**src/rtl/uart_rf_pkg.sv**
```systemverilog
package uart_rf_pkg;

   typedef enum logic [2:0] {
      RI_DATA = 3'd0,
      RI_IER  = 3'd1,
      RI_IIR  = 3'd2,
      RI_LCR  = 3'd3,
      RI_MCR  = 3'd4,
      RI_LSR  = 3'd5,
      RI_MSR  = 3'd6,
      RI_SCR  = 3'd7
   } reg_idx_e;

   localparam int REG_W     = 8;
   localparam int IDX_LO    = 2;
   localparam int IDX_HI    = 4;

   localparam int LCR_LATCH = 7;

   localparam int IE_RXD    = 0;
   localparam int IE_THRE   = 1;
   localparam int IE_LINE   = 2;
   localparam int IE_MODEM  = 3;

   localparam int FC_ENABLE = 0;
   localparam int FC_RXCLR  = 1;
   localparam int FC_TXCLR  = 2;

   localparam int LS_READY  = 0;
   localparam int LS_OVER   = 1;
   localparam int LS_THRE   = 5;
   localparam int LS_TEMT   = 6;

   localparam logic [2:0] ID_LINE = 3'b011;
   localparam logic [2:0] ID_RXD  = 3'b010;
   localparam logic [2:0] ID_THRE = 3'b001;
   localparam logic [2:0] ID_NONE = 3'b000;

endpackage

```
**src/rtl/uart_rf_fifo.sv**
```systemverilog
module uart_rf_fifo #(
   parameter int DATA_W = 8,
   parameter int DEPTH  = 16
) (
   input  logic                            clk_i,
   input  logic                            rst_ni,
   input  logic                            clr_i,
   input  logic                            limit_one_i,
   input  logic                            push_i,
   input  logic [DATA_W-1:0]               wdata_i,
   input  logic                            pop_i,
   output logic [DATA_W-1:0]               rdata_o,
   output logic                            empty_o,
   output logic                            full_o,
   output logic [$clog2(DEPTH+1)-1:0]      count_o
);

   localparam int CNT_W = $clog2(DEPTH + 1);
   localparam int PTR_W = (DEPTH > 1) ? $clog2(DEPTH) : 1;
   localparam logic [CNT_W-1:0] CAP = CNT_W'(DEPTH);

   generate
      if (DEPTH < 1 || (DEPTH & (DEPTH - 1)) != 0) begin : g_bad_depth
         $fatal(1, "uart_rf_fifo: DEPTH must be a power of two");
      end
      if (DATA_W < 1) begin : g_bad_width
         $fatal(1, "uart_rf_fifo: DATA_W must be positive");
      end
   endgenerate

   logic [CNT_W-1:0] count_q;
   logic             do_push;
   logic             do_pop;

   assign empty_o = (count_q == '0);
   assign full_o  = limit_one_i ? (count_q != '0) : (count_q == CAP);
   assign do_push = push_i & ~full_o;
   assign do_pop  = pop_i & ~empty_o;
   assign count_o = count_q;

   always_ff @(posedge clk_i or negedge rst_ni) begin
      if (!rst_ni) begin
         count_q <= '0;
      end else if (clr_i) begin
         count_q <= '0;
      end else begin
         case ({do_push, do_pop})
            2'b10:   count_q <= count_q + 1'b1;
            2'b01:   count_q <= count_q - 1'b1;
            default: count_q <= count_q;
         endcase
      end
   end

   generate
      if (DEPTH == 1) begin : g_single
         logic [DATA_W-1:0] hold_q;
         always_ff @(posedge clk_i or negedge rst_ni) begin
            if (!rst_ni)      hold_q <= '0;
            else if (do_push) hold_q <= wdata_i;
         end
         assign rdata_o = hold_q;
      end else begin : g_ring
         logic [DATA_W-1:0] mem_q [DEPTH];
         logic [PTR_W-1:0]  wr_ptr_q;
         logic [PTR_W-1:0]  rd_ptr_q;

         always_ff @(posedge clk_i) begin
            if (do_push && !clr_i) mem_q[wr_ptr_q] <= wdata_i;
         end

         always_ff @(posedge clk_i or negedge rst_ni) begin
            if (!rst_ni) begin
               wr_ptr_q <= '0;
               rd_ptr_q <= '0;
            end else if (clr_i) begin
               wr_ptr_q <= '0;
               rd_ptr_q <= '0;
            end else begin
               if (do_push) wr_ptr_q <= wr_ptr_q + 1'b1;
               if (do_pop)  rd_ptr_q <= rd_ptr_q + 1'b1;
            end
         end

         assign rdata_o = mem_q[rd_ptr_q];

         AST_FIFO_EMPTY_POP_HOLDS: assert property (@(posedge clk_i) disable iff (!rst_ni)
            (pop_i && empty_o && !clr_i) |=> $stable(rd_ptr_q));
      end
   endgenerate

   AST_FIFO_NO_OVERFLOW: assert property (@(posedge clk_i) disable iff (!rst_ni)
      count_q <= CAP);

   AST_FIFO_CLEAR_EMPTIES: assert property (@(posedge clk_i) disable iff (!rst_ni)
      clr_i |=> (count_q == '0));

endmodule

```
**src/rtl/uart_rf_ctrl.sv**
```systemverilog
module uart_rf_ctrl
   import uart_rf_pkg::*;
#(
   parameter logic [15:0] DIV_RESET = 16'd1,
   parameter logic [7:0]  LCR_RESET = 8'h00
) (
   input  logic        clk_i,
   input  logic        rst_ni,
   input  logic        wr_i,
   input  logic [2:0]  idx_i,
   input  logic [7:0]  wdata_i,
   output logic [7:0]  lcr_o,
   output logic [3:0]  ier_o,
   output logic [7:0]  mcr_o,
   output logic [7:0]  scr_o,
   output logic [15:0] div_o,
   output logic        fifo_en_o,
   output logic        rx_clr_o,
   output logic        tx_clr_o
);

   generate
      if (DIV_RESET == 16'd0) begin : g_bad_div
         $fatal(1, "uart_rf_ctrl: DIV_RESET must be nonzero");
      end
   endgenerate

   reg_idx_e    idx;
   logic        latch_open;
   logic [7:0]  lcr_q, mcr_q, scr_q;
   logic [3:0]  ier_q;
   logic [15:0] div_q;
   logic        fifo_en_q, rx_clr_q, tx_clr_q;
   logic        en_flip;

   assign idx        = reg_idx_e'(idx_i);
   assign latch_open = lcr_q[LCR_LATCH];
   assign en_flip    = wdata_i[FC_ENABLE] ^ fifo_en_q;

   always_ff @(posedge clk_i or negedge rst_ni) begin
      if (!rst_ni) begin
         lcr_q     <= LCR_RESET;
         mcr_q     <= '0;
         scr_q     <= '0;
         ier_q     <= '0;
         div_q     <= DIV_RESET;
         fifo_en_q <= 1'b0;
         rx_clr_q  <= 1'b0;
         tx_clr_q  <= 1'b0;
      end else begin
         rx_clr_q <= 1'b0;
         tx_clr_q <= 1'b0;
         if (wr_i) begin
            case (idx)
               RI_DATA: if (latch_open) div_q[7:0] <= wdata_i;
               RI_IER: begin
                  if (latch_open) div_q[15:8] <= wdata_i;
                  else            ier_q       <= wdata_i[3:0];
               end
               RI_IIR: begin
                  fifo_en_q <= wdata_i[FC_ENABLE];
                  rx_clr_q  <= wdata_i[FC_RXCLR] | en_flip;
                  tx_clr_q  <= wdata_i[FC_TXCLR] | en_flip;
               end
               RI_LCR:  lcr_q <= wdata_i;
               RI_MCR:  mcr_q <= wdata_i;
               RI_SCR:  scr_q <= wdata_i;
               default: ;
            endcase
         end
      end
   end

   assign lcr_o     = lcr_q;
   assign ier_o     = ier_q;
   assign mcr_o     = mcr_q;
   assign scr_o     = scr_q;
   assign div_o     = div_q;
   assign fifo_en_o = fifo_en_q;
   assign rx_clr_o  = rx_clr_q;
   assign tx_clr_o  = tx_clr_q;

   AST_DIV_HOLD: assert property (@(posedge clk_i) disable iff (!rst_ni)
      !wr_i |=> $stable(div_o));

endmodule

```
**src/rtl/uart_rf_irq.sv**
```systemverilog
module uart_rf_irq
   import uart_rf_pkg::*;
(
   input  logic [3:0] ier_i,
   input  logic       rx_avail_i,
   input  logic       tx_empty_i,
   input  logic       overrun_i,
   input  logic       fifo_en_i,
   output logic       irq_o,
   output logic [7:0] iid_o
);

   logic       src_line, src_rxd, src_thre;
   logic [2:0] id;
   logic       unused_modem;

   assign src_line = ier_i[IE_LINE] & overrun_i;
   assign src_rxd  = ier_i[IE_RXD]  & rx_avail_i;
   assign src_thre = ier_i[IE_THRE] & tx_empty_i;
   assign unused_modem = ier_i[IE_MODEM];

   always_comb begin
      if (src_line)      id = ID_LINE;
      else if (src_rxd)  id = ID_RXD;
      else if (src_thre) id = ID_THRE;
      else               id = ID_NONE;
   end

   assign irq_o = src_line | src_rxd | src_thre;
   assign iid_o = {fifo_en_i, fifo_en_i, 2'b00, id, ~irq_o};

endmodule

```
**src/rtl/uart_regfront.sv**
```systemverilog
module uart_regfront
   import uart_rf_pkg::*;
#(
   parameter int          ADDR_W    = 5,
   parameter int          BUS_W     = 32,
   parameter int          TX_DEPTH  = 16,
   parameter int          RX_DEPTH  = 16,
   parameter logic [15:0] DIV_RESET = 16'd1
) (
   input  logic              clk_i,
   input  logic              rst_ni,
   input  logic              bus_sel_i,
   input  logic              bus_we_i,
   input  logic [ADDR_W-1:0] bus_addr_i,
   input  logic [BUS_W-1:0]  bus_wdata_i,
   output logic [BUS_W-1:0]  bus_rdata_o,
   output logic [15:0]       divisor_o,
   output logic [7:0]        line_ctrl_o,
   output logic              tx_valid_o,
   input  logic              tx_ready_i,
   output logic [7:0]        tx_data_o,
   input  logic              rx_valid_i,
   output logic              rx_ready_o,
   input  logic [7:0]        rx_data_i,
   output logic              irq_o
);

   localparam int TX_CNT_W = $clog2(TX_DEPTH + 1);
   localparam int RX_CNT_W = $clog2(RX_DEPTH + 1);
   localparam int PAD_W    = BUS_W - REG_W;

   generate
      if (ADDR_W <= IDX_HI) begin : g_bad_addr
         $fatal(1, "uart_regfront: ADDR_W too small for eight word registers");
      end
      if (BUS_W < REG_W) begin : g_bad_bus
         $fatal(1, "uart_regfront: BUS_W narrower than a register");
      end
   endgenerate

   reg_idx_e      idx;
   logic          rd_acc, wr_acc;
   logic [7:0]    wbyte;
   logic [7:0]    lcr, mcr, scr;
   logic [3:0]    ier;
   logic          fifo_en, rx_clr, tx_clr, latch_open;
   logic          tx_push, tx_pop, tx_empty, tx_full;
   logic          rx_pop, rx_empty, rx_full;
   logic [7:0]    rx_head, iid, lsr, rd_byte;
   logic [TX_CNT_W-1:0] tx_count;
   logic [RX_CNT_W-1:0] rx_count;
   logic          overrun_q, lsr_read;
   logic          unused_bits;

   assign idx         = reg_idx_e'(bus_addr_i[IDX_HI:IDX_LO]);
   assign rd_acc      = bus_sel_i & ~bus_we_i;
   assign wr_acc      = bus_sel_i & bus_we_i;
   assign wbyte       = bus_wdata_i[REG_W-1:0];
   assign unused_bits = ^{bus_addr_i, bus_wdata_i, tx_full, rx_count, mcr[7:0] & 8'h00};

   uart_rf_ctrl #(
      .DIV_RESET (DIV_RESET),
      .LCR_RESET (8'h00)
   ) u_ctrl (
      .clk_i     (clk_i),
      .rst_ni    (rst_ni),
      .wr_i      (wr_acc),
      .idx_i     (bus_addr_i[IDX_HI:IDX_LO]),
      .wdata_i   (wbyte),
      .lcr_o     (lcr),
      .ier_o     (ier),
      .mcr_o     (mcr),
      .scr_o     (scr),
      .div_o     (divisor_o),
      .fifo_en_o (fifo_en),
      .rx_clr_o  (rx_clr),
      .tx_clr_o  (tx_clr)
   );

   assign latch_open  = lcr[LCR_LATCH];
   assign line_ctrl_o = lcr;

   assign tx_push    = wr_acc & (idx == RI_DATA) & ~latch_open;
   assign tx_pop     = tx_valid_o & tx_ready_i;
   assign tx_valid_o = ~tx_empty;

   uart_rf_fifo #(
      .DATA_W (REG_W),
      .DEPTH  (TX_DEPTH)
   ) u_tx_fifo (
      .clk_i       (clk_i),
      .rst_ni      (rst_ni),
      .clr_i       (tx_clr),
      .limit_one_i (~fifo_en),
      .push_i      (tx_push),
      .wdata_i     (wbyte),
      .pop_i       (tx_pop),
      .rdata_o     (tx_data_o),
      .empty_o     (tx_empty),
      .full_o      (tx_full),
      .count_o     (tx_count)
   );

   assign rx_pop     = rd_acc & (idx == RI_DATA) & ~latch_open;
   assign rx_ready_o = 1'b1;

   uart_rf_fifo #(
      .DATA_W (REG_W),
      .DEPTH  (RX_DEPTH)
   ) u_rx_fifo (
      .clk_i       (clk_i),
      .rst_ni      (rst_ni),
      .clr_i       (rx_clr),
      .limit_one_i (~fifo_en),
      .push_i      (rx_valid_i),
      .wdata_i     (rx_data_i),
      .pop_i       (rx_pop),
      .rdata_o     (rx_head),
      .empty_o     (rx_empty),
      .full_o      (rx_full),
      .count_o     (rx_count)
   );

   assign lsr_read = rd_acc & (idx == RI_LSR);

   always_ff @(posedge clk_i or negedge rst_ni) begin
      if (!rst_ni)                    overrun_q <= 1'b0;
      else if (rx_valid_i && rx_full) overrun_q <= 1'b1;
      else if (lsr_read)              overrun_q <= 1'b0;
   end

   always_comb begin
      lsr            = '0;
      lsr[LS_READY]  = ~rx_empty;
      lsr[LS_OVER]   = overrun_q;
      lsr[LS_THRE]   = tx_empty;
      lsr[LS_TEMT]   = tx_empty;
   end

   uart_rf_irq u_irq (
      .ier_i      (ier),
      .rx_avail_i (~rx_empty),
      .tx_empty_i (tx_empty),
      .overrun_i  (overrun_q),
      .fifo_en_i  (fifo_en),
      .irq_o      (irq_o),
      .iid_o      (iid)
   );

   always_comb begin
      case (idx)
         RI_DATA: rd_byte = latch_open ? divisor_o[7:0]
                                       : (rx_empty ? 8'h00 : rx_head);
         RI_IER:  rd_byte = latch_open ? divisor_o[15:8] : {4'b0000, ier};
         RI_IIR:  rd_byte = iid;
         RI_LCR:  rd_byte = lcr;
         RI_MCR:  rd_byte = mcr;
         RI_LSR:  rd_byte = lsr;
         RI_MSR:  rd_byte = 8'h00;
         default: rd_byte = scr;
      endcase
   end

   generate
      if (PAD_W > 0) begin : g_pad
         assign bus_rdata_o = rd_acc ? {{PAD_W{1'b0}}, rd_byte} : '0;
      end else begin : g_nopad
         assign bus_rdata_o = rd_acc ? rd_byte : '0;
      end
   endgenerate

   AST_LATCH_NO_PUSH: assert property (@(posedge clk_i) disable iff (!rst_ni)
      (wr_acc && idx == RI_DATA && latch_open && !tx_clr && !tx_pop)
      |=> $stable(tx_count));

   AST_TX_HEAD_HOLDS: assert property (@(posedge clk_i) disable iff (!rst_ni)
      (tx_valid_o && !tx_ready_i && !tx_clr) |=> (tx_valid_o && $stable(tx_data_o)));

   AST_OVERRUN_SETS: assert property (@(posedge clk_i) disable iff (!rst_ni)
      (rx_valid_i && rx_full) |=> overrun_q);

   AST_IRQ_NEEDS_ENABLE: assert property (@(posedge clk_i) disable iff (!rst_ni)
      (ier == 4'h0) |-> !irq_o);

endmodule

```
**config.mk**
```make
export PLATFORM = sky130hd
export DESIGN_NAME = uart_regfront
export DESIGN_NICKNAME = d
export VERILOG_FILES = /design/src/rtl/uart_rf_pkg.sv /design/src/rtl/uart_rf_fifo.sv /design/src/rtl/uart_rf_ctrl.sv /design/src/rtl/uart_rf_irq.sv /design/src/rtl/uart_regfront.sv
export SDC_FILE = /design/constraint.sdc
export NUM_CORES = 1
export LEC_CHECK = 0
export BUFFER_PORTS_ARGS = -buffer_cell sky130_fd_sc_hd__buf_2
export CAP_MARGIN = 20
export CORE_ASPECT_RATIO = 1.4
export CORE_MARGIN = 1
export CORE_UTILIZATION = 60
export CTS_CLUSTER_DIAMETER = 80
export CTS_CLUSTER_SIZE = 20
export DETAILED_ROUTE_END_ITERATION = 7
export GPL_TIMING_DRIVEN = 0
export PLACE_DENSITY = 0.91
export SLEW_MARGIN = 25
export SYNTH_ARGS = -nofsm -noshare
export SYNTH_HDL_FRONTEND = slang
export SYNTH_SLANG_ARGS = --single-unit
export TNS_END_PERCENT = 30
```
**constraint.sdc**
```tcl
create_clock -name clk_i -period 3 [get_ports clk_i]
set_input_delay 0.15 -clock clk_i [delete_from_list [all_inputs] [get_ports clk_i]]
set_output_delay 0.15 -clock clk_i [all_outputs]
set_load 0.005 [all_outputs]
```
==> flow_summary.json <==
{
  "path_clk_slew_ns": 0.09,
  "finalHoldViolCount": 0,
  "synthesis.instances": 811,
  "worstReg2RegEnd": "u_rx_fifo.g_ring.mem_q[10][2]$_DFFE_PP_",
  "swShare": 0.295,
  "syn_to_final_growth_pct": 12.2,
  "finalSetupViolations": 71,
  "slew_headroom": 0.382,
  "num_vias": 8056,
  "required_ns": 3.13,
  "vdd_drop_max_mv": 0.678,
  "drcViolationCount": 0,
  "critPathMaxFanout": 8,
  "synth_flop_cell": "edfxtp_1",
  "drtIter0Drc": 890,
  "drv_slew": 0,
  "yosysTopAreaCellShare": 0.549,
  "cp-end-kind": "register",
  "critPathSlowestCell": "nor2_1",
  "grt_max_degree": 56,
  "hold_class": "in -> reg",
  "numCtsBuffers": 20,
  "hpwl_um": 22200,
  "cts_tree": "built",
  "final_layout_size_suffix_gt1_frac": 0.330,
  "seqPwrFrac": 0.475,
  "grt_usage": 0.279,
  "p_comb_frac": 0.294,
  "routedWlPerCell_um": 26.7,
  "outcome": "complete, but fails checks",
  "synth_area_sq_um": 14000,
  "htreeDepth": 1,
  "fin_crit_sh": 1.02,
  "ys_async_sr_fraction": 0.224,
  "grt_pass1_vias": 8295,
  "worstSetupPathType": "reg -> reg",
  "synthTopCellsByCount": "edfxtp_1 (256), mux4_2 (80), dfrtp_1 (73)",
  "die_y_um": 183,
  "rsz0062_at_grt": "yes",
  "critPathLaunchType": "register",
  "max_freq_mhz": 328,
  "pin_count": 118,
  "p_int_mw": 8.39,
  "fin_ws_ns": -0.0532,
  "ys_types": 61,
  "seq_area_frac_synth": 0.681,
  "die-area_sq_um": 24000,
  "cts_max_path_buffers": 3,
  "fin_util": 0.692,
  "timing.rr.start": "u_rx_fifo.count_o[2]$_DFFE_PN0P_",
  "fin_worst_skew_ns": 0.0280,
  "dr.pass1.iters": 5,
  "synth_edf_count": 256,
  "postRouteAntennaNets": 0,
  "yosysWarningCount": 0,
  "grt_pass1_wl_um": 49000,
  "core_sq_um": 22700,
  "leakage_nw": 5.54,
  "critPathTopFamily": "simple AND/OR/NAND/NOR gates",
  "whs_endpoint": "u_rx_fifo.g_ring.mem_q[3][1]$_DFFE_PP_",
  "min_from": "rx_data_i[1]",
  "die_w_um": 131,
  "synthTopCellsByArea": "edfxtp_1 (55%), dfrtp_1 (13%), mux4_2 (13%)",
  "wl_um": 33200,
  "overflow": 0,
  "via_per_inst": 6.48,
  "critical_path.cell_chain": "nor4_1, and3_1, or2_0, clkbuf_1, nand2_1, nor2_1",
  "cts_root_buf": "clkbuf_16",
  "powerDensity_nw_per_um2": 758,
  "tightest_slew_ns": 0.927,
  "ys_seq_elements": 330,
  "start_util": 0.617,
  "min_period_ns": 3.05,
  "r2r_cells": 6,
  "clockPowerShare": 0.232,
  "p_sw_mw": 3.52,
  "port_buffers": 63,
  "max_cap_viol_count": 0,
  "setup-tns-final_ns": -1.81,
  "ff2ff_setup_slack_ns": -0.05,
  "gp_congestion": 0.918,
  "syn_area_per_cell_sq_um": 17.3,
  "crit_path_max_incr_delay_ns": 0.70,
  "arrival_ns": 3.19,
  "clock-sinks": 330,
  "holdWs_ns": 0.00949,
  "worstSkewPairLatency_ns": 0.53,
  "row_count": 65,
  "violations": "setup timing",
  "synth.most_common_cell": "edfxtp_1",
  "nNetsFinal": 992,
  "design_area_sq_um": 15700,
  "place_ws_ns": -0.231,
  "min_path_cells": 1,
  "synth_top_area_cell": "edfxtp_1",
  "cp_num_buf_inv": 1,
  "place_area_sq_um": 14800,
  "grt_antenna_before_repair": 1
}
worst max-delay path by stage:
stage	start	to	cells after the start
2_1_floorplan	u_ctrl.lcr_o[7]$_DFFE_PN0P_	u_rx_fifo.count_o[4]$_DFFE_PN0P_	11
3_3_place_gp	u_tx_fifo.count_o[1]$_DFFE_PN0P_	u_tx_fifo.g_ring.mem_q[0][5]$_DFFE_PP_	6
6_report	u_rx_fifo.count_o[2]$_DFFE_PN0P_	u_rx_fifo.g_ring.mem_q[10][2]$_DFFE_PP_	6
3_5_place_dp	u_rx_fifo.g_ring.rd_ptr_q[0]$_DFFE_PN0P_	bus_rdata_o[6]	7
5_1_grt	u_rx_fifo.count_o[2]$_DFFE_PN0P_	u_rx_fifo.g_ring.mem_q[8][5]$_DFFE_PP_	6
4_1_cts	u_rx_fifo.count_o[2]$_DFFE_PN0P_	u_rx_fifo.g_ring.mem_q[7][5]$_DFFE_PP_	6
area by class of cell:
cell class	instances	area (sq um)
sequential	330	9540
fill	1322	6980
multi-input combinational	429	4320
clock buffer	34	574
timing repair buffer	75	447
tap	301	377
buffer	58	375
inverter	13	48.8
clock inverter	2	25.0
antenna	1	2.50
cell families (layout without fill, tap and decap cells):
kind of cell / after synthesis / count (layout) / share of synthesized area
muxes: 136 / 136 / 0.173
buffers and inverters: 75 / 182 / 0.0284
adders and majority gates: 14 / 14 / 0.0125
xor gates and xnor gates: 22 / 22 / 0.0138
and+or+nand+nor: 154 / 154 / 0.0518
other: 2 / 26 / 0.000536
DFF: 330 / 330 / 0.681
AOI/OAI and AO/OA: 78 / 78 / 0.0390
flip-flops by register name, summed over array words and instances, names as in the netlist:
register and cells:
u_ctrl.mcr_o 8, u_rx_fifo.g_ring.rd_ptr_q 4, u_ctrl.fifo_en_o 1, overrun_q 1, u_tx_fifo.count_o 5, u_ctrl.div_o 16
u_tx_fifo.g_ring.rd_ptr_q 4, u_rx_fifo.count_o 5, u_ctrl.scr_o 8, u_ctrl.rx_clr_o 1, u_tx_fifo.g_ring.wr_ptr_q 4, u_tx_fifo.g_ring.mem_q 128
u_ctrl.lcr_o 8, u_rx_fifo.g_ring.mem_q 128, u_rx_fifo.g_ring.wr_ptr_q 4, u_ctrl.ier_o 4, u_ctrl.tx_clr_o 1
cells in the final DEF (no fill, tap or decap), types with 7 or more instances in the layout:
cell type / n
mux4_2: 80
dfrtp_1: 70
inv_1: 12
xnor2_1: 7
nor2_2: 23
nand2_1: 34
ha_1: 13
buf_4: 38
xor2_1: 15
clkbuf_16: 21
o21ai_0: 14
mux2_2: 45
clkbuf_1: 30
mux2i_1: 11
a21oi_1: 14
conb_1: 25
edfxtp_1: 256
buf_2: 62
nor2_1: 45
nand3_1: 7
stage by stage:
stage | cells | power [mW]
2_1_floorplan | 834 | 7.95
3_3_place_gp | 1198 | 8.80
3_5_place_dp | 1199 | 8.99
4_1_cts | 1240 | 11.8
5_1_grt | 1242 | 12.3
6_report | 1243 | 11.9
timing repair:
action,CTS,global route
endpoints found under the setup margin,63,212
setup buffers,5,4
pin swaps,1,5
hold buffers,3,0
hold endpoints to repair,79,0
resized for setup,39,33
power by group through the flow:
stage / Sequential [mW] / Clock, mW / Combinational, mW
after floorplan: 5.60 / 0 / 2.35
after global placement: 5.65 / 0 / 3.14
after detailed placement: 5.69 / 0 / 3.31
after CTS: 5.64 / 2.76 / 3.43
after global routing: 5.69 / 2.91 / 3.73
final: 5.65 / 2.76 / 3.49
routing by layer:
layer | GRT usage | part of all wire | vias up
met5 | 0 | 0 | -
met4 | 0.142 | 0.058 | 0
met3 | 0.0412 | 0.076 | 139
met2 | 0.535 | 0.55 | 503
met1 | 0.296 | 0.31 | 4059
li1 | - | - | 3355
Note: power is estimated with default switching activity, not from simulation.
